$ cat src/rtl/fpcmp_pkg.sv
package fpcmp_pkg;
  localparam int SP_EXP  = 8;
  localparam int SP_FRAC = 23;
  localparam int SP_W    = 1 + SP_EXP + SP_FRAC;
  localparam int DP_EXP  = 11;
  localparam int DP_FRAC = 52;
  localparam int DP_W    = 1 + DP_EXP + DP_FRAC;
  localparam int SP_BIAS = (1 << (SP_EXP - 1)) - 1;
  localparam int DP_BIAS = (1 << (DP_EXP - 1)) - 1;

  // command field bit positions
  localparam int CMD_W     = 3;
  localparam int CMD_CMP   = 2;
  localparam int CMD_RAISE = 1;
  localparam int CMD_NEG   = 0;

  // flag word, N in the top bit, V in the bottom bit
  typedef struct packed {
    logic n;
    logic z;
    logic c;
    logic v;
  } cc_t;
endpackage

$ cat src/rtl/fpcmp_nan.sv
module fpcmp_nan #(
  parameter int EXP_W  = 8,
  parameter int FRAC_W = 23,
  localparam int W     = 1 + EXP_W + FRAC_W
) (
  input  logic [W-1:0] x,
  output logic         is_nan
);
  logic [EXP_W-1:0]  ex;
  logic [FRAC_W-1:0] fr;
  assign ex = x[W-2:FRAC_W];
  assign fr = x[FRAC_W-1:0];
  assign is_nan = (&ex) && (|fr);
endmodule

$ cat src/rtl/fpcmp_widen.sv
// Exact single to double conversion; denormal singles become normal doubles.
module fpcmp_widen
  import fpcmp_pkg::*;
(
  input  logic [SP_W-1:0] s,
  output logic [DP_W-1:0] d
);
  localparam int LEAD_W = $clog2(SP_FRAC);
  localparam int PAD    = DP_FRAC - SP_FRAC;

  logic                sgn;
  logic [SP_EXP-1:0]   ex;
  logic [SP_FRAC-1:0]  fr;
  logic [LEAD_W-1:0]   lead;
  logic [5:0]          shamt;
  logic [DP_FRAC-1:0]  norm;
  logic [DP_EXP-1:0]   ex_d;
  logic [DP_FRAC-1:0]  fr_d;

  assign sgn = s[SP_W-1];
  assign ex  = s[SP_W-2:SP_FRAC];
  assign fr  = s[SP_FRAC-1:0];

  // position of the highest set fraction bit
  always_comb begin
    lead = '0;
    for (int i = 0; i < SP_FRAC; i++) begin
      if (fr[i]) lead = LEAD_W'(i);
    end
  end

  assign shamt = 6'(DP_FRAC) - 6'(lead);
  assign norm  = {{PAD{1'b0}}, fr} << shamt;

  always_comb begin
    if (&ex) begin
      ex_d = '1;
      fr_d = {fr, {PAD{1'b0}}};
    end else if (ex != '0) begin
      ex_d = DP_EXP'(ex) + DP_EXP'(DP_BIAS - SP_BIAS);
      fr_d = {fr, {PAD{1'b0}}};
    end else if (fr != '0) begin
      ex_d = DP_EXP'(lead) + DP_EXP'(DP_BIAS - SP_BIAS - SP_FRAC + 1);
      fr_d = norm;
    end else begin
      ex_d = '0;
      fr_d = '0;
    end
  end

  assign d = {sgn, ex_d, fr_d};
endmodule

$ cat src/rtl/fpcmp_order.sv
// Ordered comparison of two sign-magnitude encodings (NaN handled elsewhere).
module fpcmp_order #(
  parameter int W = 32
) (
  input  logic [W-1:0] a,
  input  logic [W-1:0] b,
  output logic         lt,
  output logic         eq,
  output logic         gt
);
  logic         sa, sb;
  logic [W-2:0] ma, mb;
  logic         both_zero;

  assign sa = a[W-1];
  assign sb = b[W-1];
  assign ma = a[W-2:0];
  assign mb = b[W-2:0];
  assign both_zero = (ma == '0) && (mb == '0);

  always_comb begin
    eq = (a == b) || both_zero;
    if (both_zero)     lt = 1'b0;
    else if (sa != sb) lt = sa;
    else if (!sa)      lt = (ma < mb);
    else               lt = (mb < ma);
    gt = !lt && !eq;
  end
endmodule

$ cat src/rtl/fpcmp_flags.sv
module fpcmp_flags
  import fpcmp_pkg::*;
(
  input  logic             clk,
  input  logic             rst_n,
  input  logic             in_valid,
  output logic             in_ready,
  input  logic [DP_W-1:0]  in_a,
  input  logic             in_a_dbl,
  input  logic [DP_W-1:0]  in_b,
  input  logic             in_b_dbl,
  input  logic [CMD_W-1:0] in_cmd,
  input  logic             ac_mode,
  output logic             out_valid,
  input  logic             out_ready,
  output logic [3:0]       out_flags,
  output logic             out_invalid
);
  localparam int NOPS = 2;

  // operand 0 is the first, operand 1 the second (possibly negated)
  logic [SP_W-1:0] op_s [NOPS];
  logic [DP_W-1:0] op_d [NOPS];
  logic [DP_W-1:0] op_w [NOPS];
  logic            op_dbl [NOPS];
  logic            nan_s [NOPS];
  logic            nan_d [NOPS];
  logic            op_nan [NOPS];

  logic neg;
  assign neg = in_cmd[CMD_NEG];

  assign op_s[0]   = in_a[SP_W-1:0];
  assign op_d[0]   = in_a;
  assign op_dbl[0] = in_a_dbl;
  assign op_s[1]   = {in_b[SP_W-1] ^ neg, in_b[SP_W-2:0]};
  assign op_d[1]   = {in_b[DP_W-1] ^ neg, in_b[DP_W-2:0]};
  assign op_dbl[1] = in_b_dbl;

  for (genvar k = 0; k < NOPS; k++) begin : g_op
    logic [DP_W-1:0] widened;
    fpcmp_nan #(.EXP_W(SP_EXP), .FRAC_W(SP_FRAC)) u_nan_s (
      .x(op_s[k]), .is_nan(nan_s[k]));
    fpcmp_nan #(.EXP_W(DP_EXP), .FRAC_W(DP_FRAC)) u_nan_d (
      .x(op_d[k]), .is_nan(nan_d[k]));
    fpcmp_widen u_widen (.s(op_s[k]), .d(widened));
    assign op_w[k]   = op_dbl[k] ? op_d[k] : widened;
    assign op_nan[k] = op_dbl[k] ? nan_d[k] : nan_s[k];
  end

  logic lt_s, eq_s, gt_s;
  logic lt_d, eq_d, gt_d;

  fpcmp_order #(.W(SP_W)) u_ord_s (
    .a(op_s[0]), .b(op_s[1]), .lt(lt_s), .eq(eq_s), .gt(gt_s));
  fpcmp_order #(.W(DP_W)) u_ord_d (
    .a(op_w[0]), .b(op_w[1]), .lt(lt_d), .eq(eq_d), .gt(gt_d));

  logic both_single, unordered;
  cc_t  cc_next;
  logic inv_next;

  assign both_single = !op_dbl[0] && !op_dbl[1];
  assign unordered   = op_nan[0] || op_nan[1];

  always_comb begin
    if (unordered) begin
      cc_next = '{n: 1'b0, z: 1'b0, c: ac_mode, v: 1'b1};
    end else if (both_single) begin
      cc_next = '{n: lt_s, z: eq_s, c: gt_s, v: 1'b0};
    end else begin
      cc_next = '{n: lt_d, z: eq_d, c: gt_d, v: 1'b0};
    end
    inv_next = unordered && in_cmd[CMD_RAISE];
  end

  // single result register with valid/ready on both sides
  logic accept;
  logic vld_q;
  cc_t  cc_q;
  logic inv_q;

  assign in_ready = !vld_q || out_ready;
  assign accept   = in_valid && in_ready;

  always_ff @(posedge clk or negedge rst_n) begin
    if (!rst_n) begin
      vld_q <= 1'b0;
      cc_q  <= '0;
      inv_q <= 1'b0;
    end else begin
      if (accept) begin
        vld_q <= in_cmd[CMD_CMP];
        if (in_cmd[CMD_CMP]) begin
          cc_q  <= cc_next;
          inv_q <= inv_next;
        end
      end else if (out_ready) begin
        vld_q <= 1'b0;
      end
    end
  end

  assign out_valid   = vld_q;
  assign out_flags   = cc_q;
  assign out_invalid = inv_q;
endmodule

$ cat config.mk
export PLATFORM = sky130hd
export DESIGN_NAME = fpcmp_flags
export DESIGN_NICKNAME = d
export VERILOG_FILES = /design/src/rtl/fpcmp_pkg.sv /design/src/rtl/fpcmp_nan.sv /design/src/rtl/fpcmp_widen.sv /design/src/rtl/fpcmp_order.sv /design/src/rtl/fpcmp_flags.sv
export SDC_FILE = /design/constraint.sdc
export NUM_CORES = 1
export LEC_CHECK = 0
export BUFFER_PORTS_ARGS = -buffer_cell sky130_fd_sc_hd__buf_4
export CORE_ASPECT_RATIO = 1.5
export CORE_MARGIN = 3
export CORE_UTILIZATION = 62
export CTS_CLUSTER_DIAMETER = 30
export CTS_CLUSTER_SIZE = 25
export DETAILED_ROUTE_END_ITERATION = 16
export GPL_TIMING_DRIVEN = 0
export PLACE_DENSITY = 0.85
export SLEW_MARGIN = 0
export SYNTH_ARGS = -nofsm -noshare
export SYNTH_HDL_FRONTEND = slang
export SYNTH_HIERARCHICAL = 1
export SYNTH_SLANG_ARGS = --single-unit
$ cat constraint.sdc
create_clock -name clk -period 1.5 [get_ports clk]
set_clock_uncertainty 0.15 [all_clocks]
set_input_delay 0.075 -clock clk [delete_from_list [all_inputs] [get_ports clk]]
set_output_delay 0.075 -clock clk [all_outputs]
set_load 0.005 [all_outputs]
==> results.toml, run 1 <==
[floorplan]
rows = 59
die_w_um = 115
initial_core_util_pct = 63.2
io_pins = 145
die_h_um = 169

[place]
place_ws_ns = -5.99
dpl.hpwl_um = 42600
gp_congestion = 1.20
portBuffers = 142
placedCellCount = 1904

[synthesis]
ys_warn_count = 6
synth_top_family_by_area = "simple AND/OR/NAND/NOR gates"
netlist_area_um2 = 11000
synth.avg_cell_area_um2 = 7.17
async_flop_share_pct = 100
synth_edf_count = 0
synthAdderAreaFrac_pct = 11.4
yosys.area_share.simple_pct = 28.1
synthXorXnorAreaFrac_pct = 1.76
synth_top_area_share_pct = 14.5
muxShareOfSynthArea_pct = 23.0
ys_ff_latch = 6
synthTopCellsByArea = "mux2_2 (15%), ha_1 (11%), mux2i_1 (5.7%)"
syn_inst = 1535
synth_top_flop_cell = "dfrtp_1"
yosysTopAreaCell = "mux2_2"
synth_compound_area_share_pct = 24.1
seq_area_frac_synth_pct = 1.36
yosysUniqueCellTypes = 103

[status]
status = "aborted with a tool error"
error_line = "[ERROR GRT-0116] Global routing finished with congestion. Check the congestion regions in the DRC Viewer."
lastStage = "global routing"

[cts]
h-tree-depth = 1
cts_num_sinks = 6
cts_buffer_depth = 2
clock-root-buffer = "clkbuf_16"
cts_buffers = 3

[global_route]
grt_pass1_vias = 17200
grt_max_degree = 15
overflow = 110
grt_first_pass_wirelength_um = 106000
grt_usage_pct = 70.1
==> routing by layer <==
layer | GRT usage, % | overflow
met1 | 68.1 | 0
met2 | 91.2 | 59
met3 | 50.5 | 0
met4 | 73.6 | 51
met5 | 5.13 | 0
==> cells in the mapped netlist, types with 31 or more instances <==
library cell	count
o21ai_0	63
nor4_1	93
a21oi_1	83
nand4_1	47
nand3_1	48
nor2_1	128
clkbuf_1	34
buf_2	31
nor3_1	46
nand2_1	103
ha_1	100
inv_1	122
mux2_2	142
mux2i_1	63
==> metrics by stage <==
stage               instance area, um2  utilization [%]  hold WS [ns]
CTS                              14600             83.6       0.00267
detailed placement               12600             72.4        -0.267
global placement                 12600             72.4        -0.268
floorplan                        11300                -        -0.371
==> kinds of logic after synthesis <==
kind of cell,count (synthesis)
other,2
flip-flops,6
AO/OA/AOI/OAI,381
multiplexers,224
AND/OR/NAND/NOR,571
XOR/XNOR,14
adder cells (fa/ha/maj),100
buffers and inverters,237
==> timing repair <==
action | CTS
gates resized for setup | 255
hold endpoints to repair | 8
pin swaps | 81
cloned | 2
endpoints found under the setup margin | 5
hold buffers | 3
setup buffers | 91
==> run 2: changes to the inputs <==
--- a/config.mk
+++ b/config.mk
@@ -6,14 +6,11 @@
 export NUM_CORES = 1
 export LEC_CHECK = 0
 export BUFFER_PORTS_ARGS = -buffer_cell sky130_fd_sc_hd__buf_4
-export CORE_ASPECT_RATIO = 1.5
 export CORE_MARGIN = 3
-export CORE_UTILIZATION = 62
-export CTS_CLUSTER_DIAMETER = 30
-export CTS_CLUSTER_SIZE = 25
+export CORE_UTILIZATION = 40
 export DETAILED_ROUTE_END_ITERATION = 16
 export GPL_TIMING_DRIVEN = 0
-export PLACE_DENSITY = 0.85
+export PLACE_DENSITY_LB_ADDON = 0.15
 export SLEW_MARGIN = 0
 export SYNTH_ARGS = -nofsm -noshare
 export SYNTH_HDL_FRONTEND = slang
==> results.toml, run 2 <==
[cts]
clk_pin_slew_ns = 0.03
cts_buffers = 3
clkLatencyLatePin_ns = 0.22
h-tree-depth = 1
tritoncts = "done"
clock-root-buffer = "clkbuf_16"
cts_buffer_depth = 2
cts_num_sinks = 6

[pwr]
vdd_drop_max_mv = 0.429
power_mw = 7.26
p_leak_nw = 6.43
power-per-cell-area_nw_per_um2 = 479

[layout]
largest_reg_flops = 4
fillCellCount = 2621
finalInstanceArea_um2 = 15200
layout-drive-gt1-share_pct = 39.1
final_common_cell = "buf_4"
area_growth_pct = 37.7
nNetsFinal = 2037
diodes = 0
most-common-layout-cells = "buf_4 (239), mux2_2 (123), nor2_1 (117)"

[place]
portBuffers = 142
place_area_um2 = 12800
gp_congestion = 1.04
dpl.hpwl_um = 48400

[setup_path]
crit_start = "in_a[3]"
reg2reg_from = "out_valid"
r2r_slack_ns = 0.04
critPathArrivalTime_ns = 5.88
critPathKind = "input pin to flop"
cp-start-kind = "input pin"
cp_max_fo = 10
reg2reg_depth = 4
crit_path_end = "out_flags[1]"
r2r-end = "out_flags[0]"
cp-end-kind = "flop"
crit_path_top_delay_cell = "a311oi_1"
required_ns = 1.45
slowest_delay_ns = 0.42

[synthesis]
synth.avg_cell_area_um2 = 7.17
yosysUniqueCellTypes = 103
synth_commonest_cells = "mux2_2 (142), nor2_1 (128), inv_1 (122), nand2_1 (103), ha_1 (100)"
muxShareOfSynthArea_pct = 23.0
yosys.area_share.simple_pct = 28.1
async_flop_share_pct = 100
synth_compound_area_share_pct = 24.1
yosysMostFrequentCell = "mux2_2"
synth_top_area_share_pct = 14.5
synth_edf_count = 0
ys_warn_count = 6
synthXorXnorAreaFrac_pct = 1.76
yosysTopAreaCell = "mux2_2"
syn_inst = 1535
synthAdderAreaFrac_pct = 11.4
synth_top_family_by_area = "simple AND/OR/NAND/NOR gates"
netlist_area_um2 = 11000
ys_ff_latch = 6
seq_area_frac_synth_pct = 1.36
synthTopCellsByArea = "mux2_2 (15%), ha_1 (11%), mux2i_1 (5.7%)"
synth_top_flop_cell = "dfrtp_1"

[sta]
tightest_slew_ns = 0.923
maxSlewHeadroom_pct = 38.0
finalCriticalPeriod_ns = 5.94
slew_viol_final = 0
rsz0062_at_grt = "true"
final-hold-violation-count = 0
fin_crit_sh_pct = 396
layout_setup_ws_ns = -4.44
fmax_mhz = 168
setup_violations = 5

[floorplan]
io_pins = 145
die_h_um = 172
rows = 60
core_area_um2 = 27000
dieArea_um2 = 29500
die_w_um = 172
initial_core_util_pct = 40.7

[global_route]
antenna_found_initial = 0
overflow = 0
grt_first_pass_wirelength_um = 91200
grt_usage_pct = 40.7
grt_max_degree = 15
grt_pass1_vias = 14200

[job]
maxCapViolCount = 0

[route]
routedWlPerCell_um = 29.2
ant_nets = 0
drc = 0
vias = 14500
drtIter0Drc = 1465
routed_wl_um = 62300
drtPass1Iterations = 5
avgViaCountPerCell = 6.77

[status]
violations = "negative setup slack"
status = "finished, violations left"

[min_path]
hold_class = "input pin to flop"
run 2: layout make-up:
cell class	instances	area [um2]	area share (%)
multi-input combinational	1306	11000	72.3
timing repair buffer	248	2100	13.9
buffer	107	941	6.21
inverter	127	499	3.30
tap	341	427	2.82
sequential	6	150	0.991
clock buffer	3	75.1	0.495
run 2: worst min path at each step:
stage | start | end | slack (ns) | cells past startpoint
6_report | out_ready | out_valid | 0.02 | 4
5_1_grt | out_ready | out_valid | 0.05 | 4
4_1_cts | out_ready | out_valid | 0.01 | 4
3_5_place_dp | rst_n | out_flags[0] | -0.26 | 1
3_3_place_gp | rst_n | out_flags[0] | -0.26 | 1
2_1_floorplan | rst_n | out_flags[0] | -0.37 | 0
run 2: timing repair:
| action | CTS | global route |
|---|---|---|
| gates cloned | 5 | 0 |
| pin swaps | 63 | 33 |
| hold endpoints to repair | 8 | 0 |
| hold buffers | 4 | 0 |
| setup buffers | 90 | 7 |
| setup endpoints to repair | 5 | 5 |
| resized for setup | 257 | 60 |
run 2: critical path: cells and delay by family:
kind                       cells  cell delay, ns
and+or+nand+nor                5            0.77
muxes                          1            0.22
AOI/OAI and AO/OA             17            3.50
buffers and inverters          5            0.72
adders and majority gates      2            0.59
run 2: logic make-up after synthesis:
| family | Yosys count |
|---|---|
| AND/OR/NAND/NOR | 571 |
| flip-flops | 6 |
| AO/OA/AOI/OAI | 381 |
| XOR/XNOR | 14 |
| multiplexers | 224 |
| other | 2 |
| adder cells (fa/ha/maj) | 100 |
| buffers and inverters | 237 |
run 2: per-stage QoR:
stage	hold WS (ns)	std cells	util, %	setup TNS (ns)	setup slack [ns]
floorplan	-0.371	1549	-	-10.94	-3.86
global placement	-0.265	2032	47.3	-18.81	-5.84
detailed placement	-0.264	2032	47.3	-18.55	-5.77
CTS	0.0131	2131	54.9	-13.28	-4.26
global route	0.0471	2138	56.1	-14.38	-4.54
finish	0.0225	2138	56.1	-13.81	-4.44
run 2: routing by layer:
metal | global-route usage [%] | share of wire (%) | up-vias
li1 | - | - | 6346
met1 | 50.2 | 38 | 6865
met2 | 65.5 | 44 | 951
met3 | 7.66 | 9.4 | 316
met4 | 25.4 | 8.5 | 0
met5 | 0 | 0 | -
run 2: power by group:
group	switching, mW	total [mW]	internal (mW)
sequential	0.00856	0.187	0.179
clock	0.0780	0.419	0.341
combinational	3.82	6.66	2.84
total	3.90	7.26	3.36
(Power assumes the default switching activity.)
